File: src/rtl/sbseq_pkg.sv
package sbseq_pkg;
  typedef enum logic [1:0] {
    OP_ADDM = 2'd0,
    OP_LOAD = 2'd1,
    OP_BNE  = 2'd2,
    OP_NOP  = 2'd3
  } op_e;

  typedef enum logic [3:0] {
    S_IDLE, S_MAR, S_MEM, S_MDR2Y, S_MDR2R, S_YLD,
    S_ALD, S_BLD, S_ALU, S_ZWB, S_BR, S_DONE
  } st_e;

  localparam int SRC_GPR = 0;
  localparam int SRC_MDR = 1;
  localparam int SRC_Z   = 2;
  localparam int SRC_TGT = 3;
  localparam int NSRC    = 4;

  localparam int DST_GPR = 0;
  localparam int DST_MAR = 1;
  localparam int DST_Y   = 2;
  localparam int DST_A   = 3;
  localparam int DST_B   = 4;
  localparam int DST_PC  = 5;
  localparam int NDST    = 6;
endpackage

File: src/rtl/useq_timer.sv
module useq_timer #(
  parameter int CW = 3
) (
  input  logic          clk,
  input  logic          rst_n,
  input  logic          load,
  input  logic [CW-1:0] load_val,
  output logic          last
);
  logic [CW-1:0] cnt_q;

  always_ff @(posedge clk or negedge rst_n) begin
    if (!rst_n)            cnt_q <= '0;
    else if (load)         cnt_q <= load_val;
    else if (cnt_q != '0)  cnt_q <= cnt_q - 1'b1;
  end

  assign last = (cnt_q == '0);
endmodule

File: src/rtl/useq_next.sv
module useq_next
  import sbseq_pkg::*;
(
  input  st_e        st,
  input  logic       accept,
  input  logic [1:0] new_op,
  input  logic [1:0] cur_op,
  input  logic       last,
  output st_e        nxt
);
  always_comb begin
    nxt = st;
    unique case (st)
      S_IDLE: if (accept) begin
        unique case (op_e'(new_op))
          OP_ADDM, OP_LOAD: nxt = S_MAR;
          OP_BNE:           nxt = S_YLD;
          default:          nxt = S_DONE;
        endcase
      end
      S_MAR:   nxt = S_MEM;
      S_MEM:   if (last) nxt = (op_e'(cur_op) == OP_LOAD) ? S_MDR2R : S_MDR2Y;
      S_MDR2Y: nxt = S_ALD;
      S_MDR2R: nxt = S_DONE;
      S_YLD:   nxt = S_ALD;
      S_ALD:   nxt = S_BLD;
      S_BLD:   nxt = S_ALU;
      S_ALU:   if (last) nxt = (op_e'(cur_op) == OP_BNE) ? S_BR : S_ZWB;
      S_ZWB:   nxt = S_DONE;
      S_BR:    nxt = S_DONE;
      S_DONE:  nxt = S_IDLE;
      default: nxt = S_IDLE;
    endcase
  end
endmodule

File: src/rtl/useq_decode.sv
module useq_decode
  import sbseq_pkg::*;
#(
  parameter int RW = 3
) (
  input  st_e              st,
  input  logic [1:0]       op,
  input  logic [RW-1:0]    ra,
  input  logic [RW-1:0]    rb,
  input  logic             zero,
  input  logic             last,
  output logic [NSRC-1:0]  src,
  output logic [NDST-1:0]  dst,
  output logic [RW-1:0]    sel,
  output logic             mem_rd,
  output logic             alu_go,
  output logic             alu_sub,
  output logic             z_load,
  output logic             pc_inc,
  output logic             done
);
  always_comb begin
    src = '0; dst = '0; sel = '0;
    mem_rd = 1'b0; alu_go = 1'b0; alu_sub = 1'b0;
    z_load = 1'b0; pc_inc = 1'b0; done = 1'b0;
    unique case (st)
      S_MAR: begin
        src[SRC_GPR] = 1'b1; dst[DST_MAR] = 1'b1;
        sel = (op_e'(op) == OP_ADDM) ? rb : ra;
      end
      S_MEM:   mem_rd = 1'b1;
      S_MDR2Y: begin src[SRC_MDR] = 1'b1; dst[DST_Y] = 1'b1; end
      S_MDR2R: begin src[SRC_MDR] = 1'b1; dst[DST_GPR] = 1'b1; sel = rb; end
      S_YLD:   begin src[SRC_GPR] = 1'b1; dst[DST_Y] = 1'b1; sel = ra; end
      S_ALD: begin
        src[SRC_GPR] = 1'b1; dst[DST_A] = 1'b1;
        sel = (op_e'(op) == OP_BNE) ? rb : ra;
      end
      S_BLD:   dst[DST_B] = 1'b1;
      S_ALU: begin
        alu_go  = 1'b1;
        alu_sub = (op_e'(op) == OP_BNE);
        z_load  = last;
      end
      S_ZWB:   begin src[SRC_Z] = 1'b1; dst[DST_GPR] = 1'b1; sel = ra; end
      S_BR: begin
        if (!zero) begin src[SRC_TGT] = 1'b1; dst[DST_PC] = 1'b1; end
        else       pc_inc = 1'b1;
      end
      S_DONE:  done = 1'b1;
      default: ;
    endcase
  end
endmodule

File: src/rtl/sbus_useq.sv
module sbus_useq
  import sbseq_pkg::*;
#(
  parameter int NREG    = 8,
  parameter int MEM_LAT = 5,
  parameter int ALU_LAT = 2
) (
  input  logic                      clk,
  input  logic                      rst_n,
  input  logic                      cmd_valid,
  output logic                      cmd_ready,
  input  logic [1:0]                cmd_op,
  input  logic [$clog2(NREG)-1:0]   cmd_ra,
  input  logic [$clog2(NREG)-1:0]   cmd_rb,
  input  logic                      alu_zero,
  output logic [3:0]                bus_src,
  output logic [5:0]                bus_dst,
  output logic [$clog2(NREG)-1:0]   reg_sel,
  output logic                      mem_rd,
  output logic                      alu_go,
  output logic                      alu_sub,
  output logic                      z_load,
  output logic                      pc_inc,
  output logic                      done
);
  localparam int RW   = $clog2(NREG);
  localparam int LMAX = (MEM_LAT > ALU_LAT) ? MEM_LAT : ALU_LAT;
  localparam int CW   = $clog2(LMAX + 1);

  st_e           st_q, st_d;
  logic [1:0]    op_q;
  logic [RW-1:0] ra_q, rb_q;
  logic          accept, last, tmr_load;
  logic [CW-1:0] tmr_val;

  assign cmd_ready = (st_q == S_IDLE);
  assign accept    = cmd_valid && cmd_ready;

  always_ff @(posedge clk or negedge rst_n) begin
    if (!rst_n) begin
      st_q <= S_IDLE;
      op_q <= '0;
      ra_q <= '0;
      rb_q <= '0;
    end else begin
      st_q <= st_d;
      if (accept) begin
        op_q <= cmd_op;
        ra_q <= cmd_ra;
        rb_q <= cmd_rb;
      end
    end
  end

  useq_next u_next (
    .st(st_q), .accept(accept), .new_op(cmd_op), .cur_op(op_q),
    .last(last), .nxt(st_d)
  );

  assign tmr_load = (st_d != st_q) && ((st_d == S_MEM) || (st_d == S_ALU));
  assign tmr_val  = (st_d == S_MEM) ? CW'(MEM_LAT - 1) : CW'(ALU_LAT - 1);

  useq_timer #(.CW(CW)) u_tmr (
    .clk(clk), .rst_n(rst_n), .load(tmr_load), .load_val(tmr_val), .last(last)
  );

  useq_decode #(.RW(RW)) u_dec (
    .st(st_q), .op(op_q), .ra(ra_q), .rb(rb_q), .zero(alu_zero), .last(last),
    .src(bus_src), .dst(bus_dst), .sel(reg_sel), .mem_rd(mem_rd),
    .alu_go(alu_go), .alu_sub(alu_sub), .z_load(z_load),
    .pc_inc(pc_inc), .done(done)
  );
endmodule

File: config.mk
export PLATFORM = sky130hd
export DESIGN_NAME = sbus_useq
export DESIGN_NICKNAME = d
export VERILOG_FILES = /design/src/rtl/sbseq_pkg.sv /design/src/rtl/useq_timer.sv /design/src/rtl/useq_next.sv /design/src/rtl/useq_decode.sv /design/src/rtl/sbus_useq.sv
export SDC_FILE = /design/constraint.sdc
export NUM_CORES = 1
export LEC_CHECK = 0
export ABC_CLOCK_PERIOD_IN_PS = 2800
export CAP_MARGIN = 20
export CORE_UTILIZATION = 50
export DETAILED_ROUTE_END_ITERATION = 8
export HOLD_SLACK_MARGIN = 0.06
export MAX_ROUTING_LAYER = met4
export PLACE_DENSITY = 0.84
export SYNTH_ARGS = -nofsm -noshare
export SYNTH_HDL_FRONTEND = slang
export SYNTH_SLANG_ARGS = --single-unit
File: constraint.sdc
create_clock -name clk -period 2.8 [get_ports clk]
set_input_delay 0.28 -clock clk [delete_from_list [all_inputs] [get_ports clk]]
set_output_delay 0.28 -clock clk [all_outputs]
set_load 0.005 [all_outputs]
### Word-level counts from Yosys, hierarchy flattened

Index checks and enable logic that the tools add are counted.
Widths: inputs -> output; s select.

| storage, ports and cells | value |
|---|---|
| logic and storage cells | 70 |
| register bits after elaboration | 15 |
| output and inout port bits | 20 |
| input bits | 12 |

| cells by class | value |
|---|---|
| eq/ne operators | 18 |
| mux-type cells | 30 |
| add/sub/neg operators | 1 |
| reduce and logical (&&, ||, !) cells | 16 |

Operator list:

| operator | count |
|---|---|
| $pmux 4 s8 | 1 |
| $eq 4x4->1 const B | 5 |
| $mux 3 | 6 |
| $mux 1 | 17 |
| $eq 4x3->1 const B | 4 |
| $eq 4x2->1 const B | 3 |
| $mux 4 | 3 |
| $pmux 3 s4 | 1 |
| $reduce_or 2->1 | 5 |
| $pmux 4 s2 | 1 |
| $reduce_or 3->1 | 2 |
| $eq 2x1->1 const B | 2 |
| $eq 2x2->1 const B | 2 |
| $eq 4x1->1 const B | 1 |
| $logic_not 2->1 | 2 |
| $logic_not 4->1 | 1 |
| $ne 4x4->1 | 1 |
| $logic_not 3->1 | 1 |
| $reduce_bool 3->1 | 1 |
| $sub 3x1->3 const B | 1 |
| $logic_and 1x1->1 | 2 |
| $mux 2 | 1 |
| $reduce_bool 2->1 | 1 |
| $logic_or 1x1->1 | 1 |

### Logic depth before layout (Yosys ltp)

Gate-level depths: netlist (run 1).

| logic depth | value |
|---|---|
| word-level depth | 9 |
| depth in mapped cells | 6 |

### Hierarchy

Synthesis (run 1) repeated with hierarchy kept, for this count alone.

| unflattened totals | value |
|---|---|
| cell total of the unflattened synthesis | 136 |
| area total of the unflattened synthesis | 1241.2 µm² |

By module, submodules not included:

| module | sequential area each (µm²) | instances | area an instance (µm²) | cells each |
|---|---|---|---|---|
| sbus_useq | 300.3 | 1 | 485.5 | 31 |
| useq_decode | 0.0 | 1 | 295.3 | 47 |
| useq_next | 0.0 | 1 | 259.0 | 37 |
| useq_timer | 75.1 | 1 | 201.4 | 21 |

### Worst setup path before layout (run 1)

No wires, ideal clock.

| timing path | value |
|---|---|
| path type | register -> output |
| start point | reg st_q[0] |
| end point | out reg_sel[0] |
| arrival | 1.355 ns |
| buffers on the path | 1 |
| slack | 1.165 ns |
| required time | 2.520 ns |
| stages on the path, launching flop included | 6 |
| cells stage by stage | dfrtp_1 buf_6 and2b_1 or4b_1 a21oi_2 a22o_1 |

| on the way | value |
|---|---|
| cells in the longest elaborated chain, start to end | 3 |
| elaborated cells between the ends (all ways) | 7 |

RTL lines:

| what | RTL line | RTL |
|---|---|---|
| start, declared | sbus_useq.sv:30 | `st_e st_q, st_d;` |
| start signal, assigned | sbus_useq.sv:46 | `st_q <= st_d;` |
| $eq 4x3->1 or $eq 4x4->1 (tied branches) | useq_decode.sv:26 | `unique case (st)` |
| $reduce_or 2->1 (no source line) | - |  |
| $pmux 3 s4 (*) | useq_decode.sv:26 |  |
| end, declared | sbus_useq.sv:18 | `output logic [$clog2(NREG)-1:0] reg_sel,` |

Every way passes the cells marked *; elsewhere a longest branch is shown, timed or not.

### Worst setup path after layout (run 1)

| timing path | value |
|---|---|
| start point | reg st_q[2] |
| end point | out reg_sel[0] |

The elaborated chain is that of the path after synthesis.

==> summary.txt, run 1 <==
Outcome
  – Outcome: finished, final reports clean

Die
  – Std-Cell Rows: 16
  – Die Width: 48.2 µm
  – Core Footprint: 0.00198 mm²
  – Die ar.: 0.00232 mm²
  – # IOs: 32
  – Initial Util: 0.538
  – Chip Height: 48.2 µm

GRT
  – GRT Total Usage: 0.234
  – Total global routing overflow: 0
  – Vias in the first global route: 787
  – First-pass GRT wire length: 3.62 mm
  – Initial antenna violation count: 0
  – Largest net degree at the start of global routing: 20

Final layout
  – Area grow syn2layout: 32.0%
  – Post-layout util: 0.710
  – Final Net Count: 168
  – Fin area: 0.00141 mm²
  – Ant. Diodes: 0
  – Share of layout cells above drive strength 1: 0.118

Routing
  – Remaining DRCs: 0
  – Vias per inst: 5.55
  – Detailed Route WL: 2.49 mm
  – Antenna viol nets, final: 0
  – Starting DRT DRC Count: 40
  – Routed len/inst: 13.8 µm
  – Total number of vias: 999
  – DRT Pass-1 Iters: 4

STA
  – Setup TNS: 0 ns
  – Final hold slack: 0.401 ns
  – Slew HR: 0.540
  – Measured slew at the worst slew-check pin: 0.688 ns
  – Clk_skew: 0.00315 ns
  – Count of pins over their slew limit: 0
  – RSZ-0062 raised after global routing: no
  – Max Freq: 0.393 GHz
  – # setup viols final: 0
  – Final period util: 0.910
  – Tmin final: 2.55 ns
  – Final Hold Viols: 0

Power and ir drop
  – Leak Pwr: 0.578 nW
  – Peak supply drop: 0.809 mV
  – Pwr Density: 1050 mW/mm²
  – Total Power: 1.48 mW

CTS
  – Clock insertion delay at the later pin of the skew report: 0.28 ns
  – Hold_buf cts: 0
  – Sink Count: 15
  – Register clock-pin slew on the reported worst setup and hold paths: 0.10 ns
  – H-tree depth: 1
  – CTS Buffer Depth: 2
  – CTS tree: built
  – # resized after CTS: 0
  – Post-CTS setup buffers: 0
  – CTS root buffer: clkbuf_4
  – CTS Buf Count: 3

Placed design
  – Placed Area: 0.00138 mm²
  – Gpl congestion: 0.858
  – Number of port buffers: 31
  – Post-DP HPWL: 1.84 mm

Setup path
  – R2r worst-path depth: 5
  – Worst path top cell family by delay: simple AND/OR/NAND/NOR gates
  – CP Launch Point: st_q[2]$_DFF_PN0_
  – Crit. End Element: output port
  – R2R setup slack: 1.05 ns
  – Max stage delay cell, worst path: clkdlybuf4s50_1
  – Crit path max fanout: 3
  – Crit path buf inv count: 1
  – CP peak stage delay: 0.52 ns
  – CP Class: register to output port
  – CP Launch Type: register
  – Required time worst endpoint: 2.52 ns
  – R2r endpoint: st_q[1]$_DFF_PN0_
  – Critical R2R Launch: st_q[1]$_DFF_PN0_
  – Crit path DAT: 2.27 ns
  – Worst path cell trace: and2b_1, or4b_1, a21oi_2, a22o_1, clkdlybuf4s50_1

Synth
  – Post-synth top flop: dfrtp_1
  – Yosys warns: 0
  – Yosys reg bits: 15
  – Seq/Total Area, Yosys: 0.352
  – Ys async rst share: 1.00
  – Post-synth EDFFs: 0
  – Post-synthesis cell area: 0.00107 mm²
  – Synth Instances: 123
  – Syn Area/Cell: 8.67 µm²
  – Unique masters post-synth: 37
  – Syn_nets: 137

Flow run
  – Max cap viols: 0

Hold path
  – Worst hold path class: primary input to asynchronous set/reset pin
## cells in the final DEF (no fill, tap or decap)
master / netlist / layout
a22o_1: 3 / 3
clkdlybuf4s50_1: 0 / 31
mux2_2: 8 / 8
or4b_1: 1 / 1
nor2b_1: 3 / 3
nor2_1: 19 / 19
a21o_1: 1 / 1
xnor2_1: 2 / 2
clkbuf_1: 0 / 1
buf_4: 1 / 4
o22ai_1: 1 / 1
and3_1: 1 / 1
nand4bb_1: 1 / 1
nor4_4: 1 / 1
nand2b_1: 6 / 6
nand2_1: 8 / 8
nand3_1: 4 / 4
ha_1: 2 / 2
or3_1: 1 / 1
nor3_1: 7 / 7
a22oi_1: 2 / 2
a21oi_2: 1 / 1
and2b_1: 1 / 1
a31oi_1: 2 / 2
a21oi_1: 7 / 7
a2111oi_0: 1 / 1
a21boi_0: 1 / 1
clkbuf_4: 0 / 3
or4b_4: 1 / 1
o211a_1: 1 / 1
nand3b_1: 2 / 2
o221ai_1: 1 / 1
o211ai_1: 1 / 1
o21ai_0: 3 / 3
dfrtp_1: 15 / 15
inv_1: 5 / 5
nor3b_1: 1 / 1
## cells in the mapped netlist, types with 2 or more instances
master	instances	area, µm²
nand3b_1	2	15.0
a22oi_1	2	15.0
nor2b_1	3	18.8
inv_1	5	18.8
nor2_1	19	71.3
mux2_2	8	90.1
nand3_1	4	20.0
a31oi_1	2	12.5
buf_2	5	25.0
o21ai_0	3	15.0
ha_1	2	25.0
a21oi_1	7	35.0
xnor2_1	2	17.5
buf_6	2	22.5
dfrtp_1	15	375
nor3_1	7	35.0
a22o_1	3	26.3
nand2_1	8	30.0
nand2b_1	6	37.5
## sequential cells by signal, summed over array words and instances (netlist names)
| register | flops |
|---|---|
| st_q | 4 |
| ra_q | 3 |
| rb_q | 3 |
| u_tmr.cnt_q | 3 |
| op_q | 2 |
## final cells by class
type / count / area, µm²
Sequential cell: 15 / 375
Tap cell: 27 / 33.8
Multi-Input combinational cell: 94 / 613
Inverter: 5 / 18.8
Clock buffer: 4 / 26.3
Timing Repair Buffer: 35 / 340
Fill cell: 152 / 574
## metal layers
layer	global-route usage	up-vias	part of all wire
li1	-	493	-
met1	0.321	462	0.46
met2	0.360	42	0.48
met3	0.0333	2	0.056
met4	0.0667	0	0.0052
met5	-	-	0
## cell families (layout without fill, tap and decap cells)
kind of cell | after synthesis | in the layout | share of synthesized area
compound gates | 25 | 25 | 0.158
simple gates | 57 | 57 | 0.292
flops | 15 | 15 | 0.352
xor+xnor | 2 | 2 | 0.0164
mux | 8 | 8 | 0.0845
buf+inv | 14 | 44 | 0.0728
fa+ha+maj | 2 | 2 | 0.0235
## per-stage QoR
step                setup WS (ns)  cells
floorplan                    1.17    123
CTS                         0.256    180
detailed placement          0.586    176
global placement            0.680    176
finish                      0.253    180
global route                0.187    180
## where the power goes
| group | leakage (nW) | switching [mW] | internal [mW] |
|---|---|---|---|
| clock | 0.0150 | 0.0743 | 0.0553 |
| sequential | 0.181 | 0.0905 | 0.326 |
| combinational | 0.382 | 0.454 | 0.482 |
## how the worst max path moves through the flow
stage                     cells after the start    endpoint  slack [ns]
final                                         5  reg_sel[0]        0.25
after floorplan                               5  reg_sel[0]        1.17
after CTS                                     5  reg_sel[0]        0.26
after global placement                        5  reg_sel[0]        0.68
after global routing                          5  reg_sel[0]        0.19
after detailed placement                      5  reg_sel[0]        0.59
No activity file was read; power rests on OpenSTA's default activity.
==> run 2: changes to the inputs <==
- ABC_CLOCK_PERIOD_IN_PS: 2800 -> 2400
- CORE_UTILIZATION: 50 -> 46
- PLACE_DENSITY: 0.84 -> 0.78
- clock period: 2.8 -> 2.4 ns (I/O delays scaled with it)
==> summary.txt, run 2 (synthesis gave the netlist of run 1 again) <==
GRT
  – Total global routing overflow: 0 (unchanged)
  – First-pass GRT wire length: 4.38 mm (was 3.62 mm)
  – Vias in the first global route: 1018 (was 787)
  – Largest net degree at the start of global routing: 20 (unchanged)
  – Initial antenna violation count: 0 (unchanged)
  – GRT Total Usage: 0.229 (was 0.234)

CTS
  – Register clock-pin slew on the reported worst setup and hold paths: 0.09 ns (was 0.10 ns)
  – CTS Buf Count: 3 (unchanged)
  – Clock insertion delay at the later pin of the skew report: 0.27 ns (was 0.28 ns)
  – CTS root buffer: clkbuf_4 (unchanged)
  – Sink Count: 15 (unchanged)
  – H-tree depth: 1 (unchanged)
  – CTS Buffer Depth: 2 (unchanged)
  – CTS tree: built (unchanged)

Final layout
  – Most common cell after layout, fill and taps aside: clkdlybuf4s50_1 (unchanged)
  – Fin area: 0.00146 mm² (was 0.00141 mm²)
  – Ant. Diodes: 0 (unchanged)
  – Final Net Count: 170 (was 168)
  – Share of layout cells above drive strength 1: 0.155 (was 0.118)
  – Max FFs per register: 4 (unchanged)
  – Top reg by flops: st_q (unchanged)
  – Most frequent cells in the layout: 28 x clkdlybuf4s50_1, 19 x nor2_1, 15 x dfrtp_1 (was 31 x clkdlybuf4s50_1, 19 x nor2_1, 15 x dfrtp_1)
  – Area grow syn2layout: 36.6% (was 32.0%)

Die
  – Initial Util: 0.487 (was 0.538)
  – Die Width: 50.1 µm (was 48.2 µm)
  – Std-Cell Rows: 17 (was 16)
  – Core Footprint: 0.00219 mm² (was 0.00198 mm²)
  – # IOs: 32 (unchanged)
  – Chip Height: 50.1 µm (was 48.2 µm)
  – Die ar.: 0.00251 mm² (was 0.00232 mm²)

STA
  – Slew HR: 0.571 (was 0.540)
  – Tmin final: 2.29 ns
  – Setup TNS: 0 ns (unchanged)
  – Measured slew at the worst slew-check pin: 0.642 ns (was 0.688 ns)
  – Count of pins over their slew limit: 0 (unchanged)
  – # setup viols final: 0 (unchanged)
  – Clk_skew: 0.00177 ns (was 0.00315 ns)
  – RSZ-0062 raised after global routing: no (unchanged)
  – Max Freq: 0.437 GHz
  – Worst setup margin: 0.112 ns (was 0.253 ns)
  – Final period util: 0.953
  – Final Hold Viols: 0 (unchanged)

Placed design
  – Placement Setup Slack: 0.232 ns (was 0.586 ns)
  – Placed Area: 0.00138 mm² (about the same)
  – Number of port buffers: 31 (unchanged)
  – Gpl congestion: 0.847 (was 0.858)
  – Post-DP HPWL: 1.88 mm (was 1.84 mm)

Power and ir drop
  – Peak supply drop: 0.746 mV (was 0.809 mV)
  – Pwr Density: 1210 mW/mm² (was 1050 mW/mm²)
  – Total Power: 1.77 mW (was 1.48 mW)
  – Leak Pwr: 0.631 nW (was 0.578 nW)

Routing
  – Vias per inst: 5.61 (was 5.55)
  – Total number of vias: 1026 (was 999)
  – Remaining DRCs: 0 (unchanged)
  – Routed len/inst: 13.4 µm (was 13.8 µm)
  – Detailed Route WL: 2.45 mm (was 2.49 mm)
  – Starting DRT DRC Count: 20 (was 40)
  – DRT Pass-1 Iters: 4 (unchanged)
  – Antenna viol nets, final: 0 (unchanged)

Setup path
  – Crit. End Element: output port (unchanged)
  – Crit path DAT: 2.05 ns (was 2.27 ns)
  – CP Launch Type: register (unchanged)
  – Required time worst endpoint: 2.16 ns (was 2.52 ns)
  – R2R setup slack: 0.67 ns (was 1.05 ns)
  – Crit path max fanout: 17 (was 3)
  – CP Class: register to output port (unchanged)

Outcome
  – Outcome: finished, final reports clean (unchanged)

Hold path
  – Worst hold path class: primary input to asynchronous set/reset pin (unchanged)

Flow run
  – Max cap viols: 0 (unchanged)
## run 2: cell types whose count changed in the layout (fill, tap and decap cells not counted), sizes merged
cell / previous run / this run
clkdlybuf4s50: 31 / 28
buf: 4 / 6
dlymetal6s2s: 0 / 2
clkbuf: 4 / 3
clkinvlp: 0 / 1
dlygate4sd2: 0 / 1
## run 2: worst max-delay path, cell delays in order (launching register included)
cell             delay (ns)
dfrtp_1                0.38
buf_4                  0.20
or4b_4                 0.55
nor2_1                 0.13
clkdlybuf4s50_1        0.51
## run 2: area by class of cell
class	count	area [µm²]
Inverter	5	18.8
Timing Repair Buffer	37	363
Fill cell	183	734
Multi-Input combinational cell	94	634
Tap cell	28	35.0
Sequential cell	15	375
Clock inverter	1	7.51
Clock buffer	3	22.5
## run 2: final timing paths
check,from,end,depth (start not counted)
worst max-delay path,st_q[0]$_DFF_PN0_,z_load,4
min in group clk,rb_q[0]$_DFFE_PN0P_,rb_q[0]$_DFFE_PN0P_,1
max in group asynchronous,rst_n,rb_q[2]$_DFFE_PN0P_,1
worst min register to register,rb_q[0]$_DFFE_PN0P_,rb_q[0]$_DFFE_PN0P_,1
worst min-delay path,rst_n,u_tmr.cnt_q[0]$_DFFE_PN0P_,1
worst max register to register,u_tmr.cnt_q[0]$_DFFE_PN0P_,st_q[1]$_DFF_PN0_,6
## run 2: what timing repair did
item | CTS | global route
endpoints found under the setup margin | 3 | 4
setup buffers | 2 | 0
hold buffers | 0 | 0
resized for setup | 3 | 5
pin swaps | 2 | 0
## run 2: report_power, final
part	switching [mW]	internal, mW	total, mW
combinational	0.553	0.582	1.13
clock	0.0793	0.0631	0.142
sequential	0.107	0.381	0.488
## run 2: metrics by stage
step	hold WS, ns	util	std cells
detailed placement	0.496	0.631	177
finish	0.352	0.665	183
global route	0.402	0.665	183
global placement	0.488	0.631	177
floorplan	-0.0556	-	123
CTS	0.360	0.656	183
## run 2: metal layers
metal / wire (µm) / global-route usage
met2: 1280 / 0.387
met4: 6 / 0.0667
met3: 116 / 0.0121
met5: 0 / -
met1: 1050 / 0.297
==> run 3: changes to the inputs <==
- ABC_CLOCK_PERIOD_IN_PS: 2400 -> 2000
- CORE_ASPECT_RATIO: not set -> 0.9
- CORE_UTILIZATION: 46 -> 42
- PLACE_DENSITY: 0.78 -> 0.75
- clock period: 2.4 -> 2 ns (I/O delays scaled with it)
==> summary.txt, run 3 (synthesis gave the netlist of run 1 again) <==
Final layout
  – Max FFs per register: 4 (unchanged)
  – Most common cell after layout, fill and taps aside: buf_4 (was clkdlybuf4s50_1)
  – Fin area: 0.00168 mm² (was 0.00146 mm²)
  – Final Net Count: 190 (was 170)
  – Share of layout cells above drive strength 1: 0.371 (was 0.155)
  – Ant. Diodes: 0 (unchanged)
  – Area grow syn2layout: 57.7% (was 36.6%)
  – Top reg by flops: st_q (unchanged)
  – Most frequent cells in the layout: 19 x buf_4, 15 x nor2_1, 14 x dfrtp_1 (was 28 x clkdlybuf4s50_1, 19 x nor2_1, 15 x dfrtp_1)
  – Post-layout util: 0.737 (was 0.665)
  – FILL cells: 167 (was 183)

Setup path
  – Worst path cell trace: and2b_1, or4b_4, a21oi_4, buf_6, a22o_1, buf_2 (was buf_4, or4b_4, nor2_1, clkdlybuf4s50_1)
  – Required time worst endpoint: 1.80 ns (was 2.16 ns)
  – Crit path buf inv count: 2 (unchanged)
  – Worst path top cell family by delay: simple AND/OR/NAND/NOR gates (was buffers and inverters)
  – Crit. End Element: output port (unchanged)
  – CP peak stage delay: 0.47 ns (was 0.55 ns)
  – Max stage delay cell, worst path: or4b_4 (unchanged)
  – Crit path DAT: 1.88 ns (was 2.05 ns)
  – CP Class: register to output port (unchanged)
  – CP Launch Type: register (unchanged)
  – Crit path max fanout: 2 (was 17)

Die
  – Chip Height: 49.8 µm (was 50.1 µm)
  – # IOs: 32 (unchanged)
  – Initial Util: 0.467 (was 0.487)
  – Die ar.: 0.00274 mm² (was 0.00251 mm²)
  – Core Footprint: 0.00228 mm² (was 0.00219 mm²)
  – Std-Cell Rows: 16 (was 17)
  – Die Width: 55.1 µm (was 50.1 µm)

Routing
  – Starting DRT DRC Count: 23 (was 20)
  – Vias per inst: 5.75 (was 5.61)
  – Antenna viol nets, final: 0 (unchanged)
  – Routed len/inst: 17.2 µm (was 13.4 µm)
  – Remaining DRCs: 0 (unchanged)
  – Total number of vias: 1161 (was 1026)
  – DRT Pass-1 Iters: 4 (unchanged)
  – Detailed Route WL: 3.47 mm (was 2.45 mm)

CTS
  – H-tree depth: 1 (unchanged)
  – CTS Buf Count: 3 (unchanged)
  – Register clock-pin slew on the reported worst setup and hold paths: 0.10 ns (was 0.09 ns)
  – Clock insertion delay at the later pin of the skew report: 0.30 ns (was 0.27 ns)
  – Hold_buf cts: 0 (unchanged)
  – Sink Count: 15 (unchanged)
  – CTS root buffer: clkbuf_4 (unchanged)
  – CTS tree: built (unchanged)
  – CTS Buffer Depth: 2 (unchanged)

GRT
  – First-pass GRT wire length: 5.02 mm (was 4.38 mm)
  – GRT Total Usage: 0.271 (was 0.229)
  – Largest net degree at the start of global routing: 20 (unchanged)
  – Initial antenna violation count: 0 (unchanged)
  – Vias in the first global route: 1141 (was 1018)
  – Total global routing overflow: 0 (unchanged)

STA
  – Tmin final: 2.08 ns
  – Final period util: 1.04
  – Max Freq: 0.480 GHz
  – Clk_skew: 0.0200 ns (was 0.00177 ns)
  – Setup TNS: -0.157 ns (was 0 ns)
  – # setup viols final: 2 (was 0)
  – RSZ-0062 raised after global routing: yes (was no)
  – Count of pins over their slew limit: 0 (unchanged)
  – Worst setup margin: -0.0839 ns (was 0.112 ns)
  – Final Hold Viols: 0 (unchanged)
  – Measured slew at the worst slew-check pin: 0.703 ns (was 0.642 ns)
  – Final hold slack: 0.308 ns (was 0.352 ns)
  – Slew HR: 0.530 (was 0.571)

Outcome
  – Failing checks: setup timing
  – Outcome: finished with violations (was finished, final reports clean)

Hold path
  – Worst hold path class: primary input to asynchronous set/reset pin (unchanged)

Placed design
  – Placed Area: 0.00145 mm² (was 0.00138 mm²)
  – Post-DP HPWL: 2.13 mm (was 1.88 mm)
  – Gpl congestion: 0.890 (was 0.847)
  – Number of port buffers: 31 (unchanged)

Flow run
  – Max cap viols: 0 (unchanged)

Power and ir drop
  – Leak Pwr: 0.860 nW (was 0.631 nW)
  – Total Power: 2.59 mW (was 1.77 mW)
  – Pwr Density: 1540 mW/mm² (was 1210 mW/mm²)
  – Peak supply drop: 0.948 mV (was 0.746 mV)
==> run 3: changes by cell type in the layout (fill, tap and decap cells not counted), moves of 3 or more <==
cell             delta
buf_4              +14
dlygate4sd2_1       +5
nor3_1              -3
buf_6               +4
clkdlybuf4s50_1    -17
clkbuf_2            +3
nor2_4              +3
dlymetal6s2s_1      +4
nor3_2              +3
buf_2               +4
nor2_1              -4
==> run 3: through the flow <==
stage / setup WS, ns / instances
2_1_floorplan: 0.445 / 123
4_1_cts: -0.176 / 198
3_3_place_gp: -0.0166 / 185
5_1_grt: -0.159 / 202
3_5_place_dp: -0.0414 / 185
6_report: -0.0839 / 202
==> run 3: area by class of cell <==
class / instances / area [µm²] / share of cell area
clock buffer: 4 / 26.3 / 0.0156
inverter: 5 / 18.8 / 0.0112
multi-input combinational: 94 / 714 / 0.425
sequential: 15 / 377 / 0.224
tap: 27 / 33.8 / 0.0201
timing repair buffer: 57 / 512 / 0.304
==> run 3: what timing repair did <==
action	CTS	global route
gates resized for setup	42	30
pin swaps	6	8
setup endpoints to repair	17	13
buffers inserted	9	5
==> run 3: worst paths after layout <==
kind                       slack, ns  depth (start not counted)                start             endpoint
min                             0.31                          1                rst_n    st_q[2]$_DFF_PN0_
max                            -0.08                          6    st_q[2]$_DFF_PN0_           reg_sel[1]
min reg2reg                     0.51                          1  ra_q[2]$_DFFE_PN0P_  ra_q[2]$_DFFE_PN0P_
min in group clk                0.51                          2            cmd_ra[0]  ra_q[0]$_DFFE_PN0P_
max reg2reg                     0.13                          6    st_q[1]$_DFF_PN0_  rb_q[0]$_DFFE_PN0P_
max in group asynchronous       1.21                          1                rst_n    st_q[3]$_DFF_PN0_
==> run 3: where the power goes <==
part	switching, mW	internal [mW]
clock	0.106	0.0777
combinational	0.877	0.945
sequential	0.123	0.459
==> run 3: routing by layer <==
layer	vias to the layer above	wire length [µm]	GRT usage
met3	11	282	0.0802
met4	0	121	0.129
li1	538	-	-
met1	559	1450	0.338
met2	53	1620	0.394
met5	-	0	-
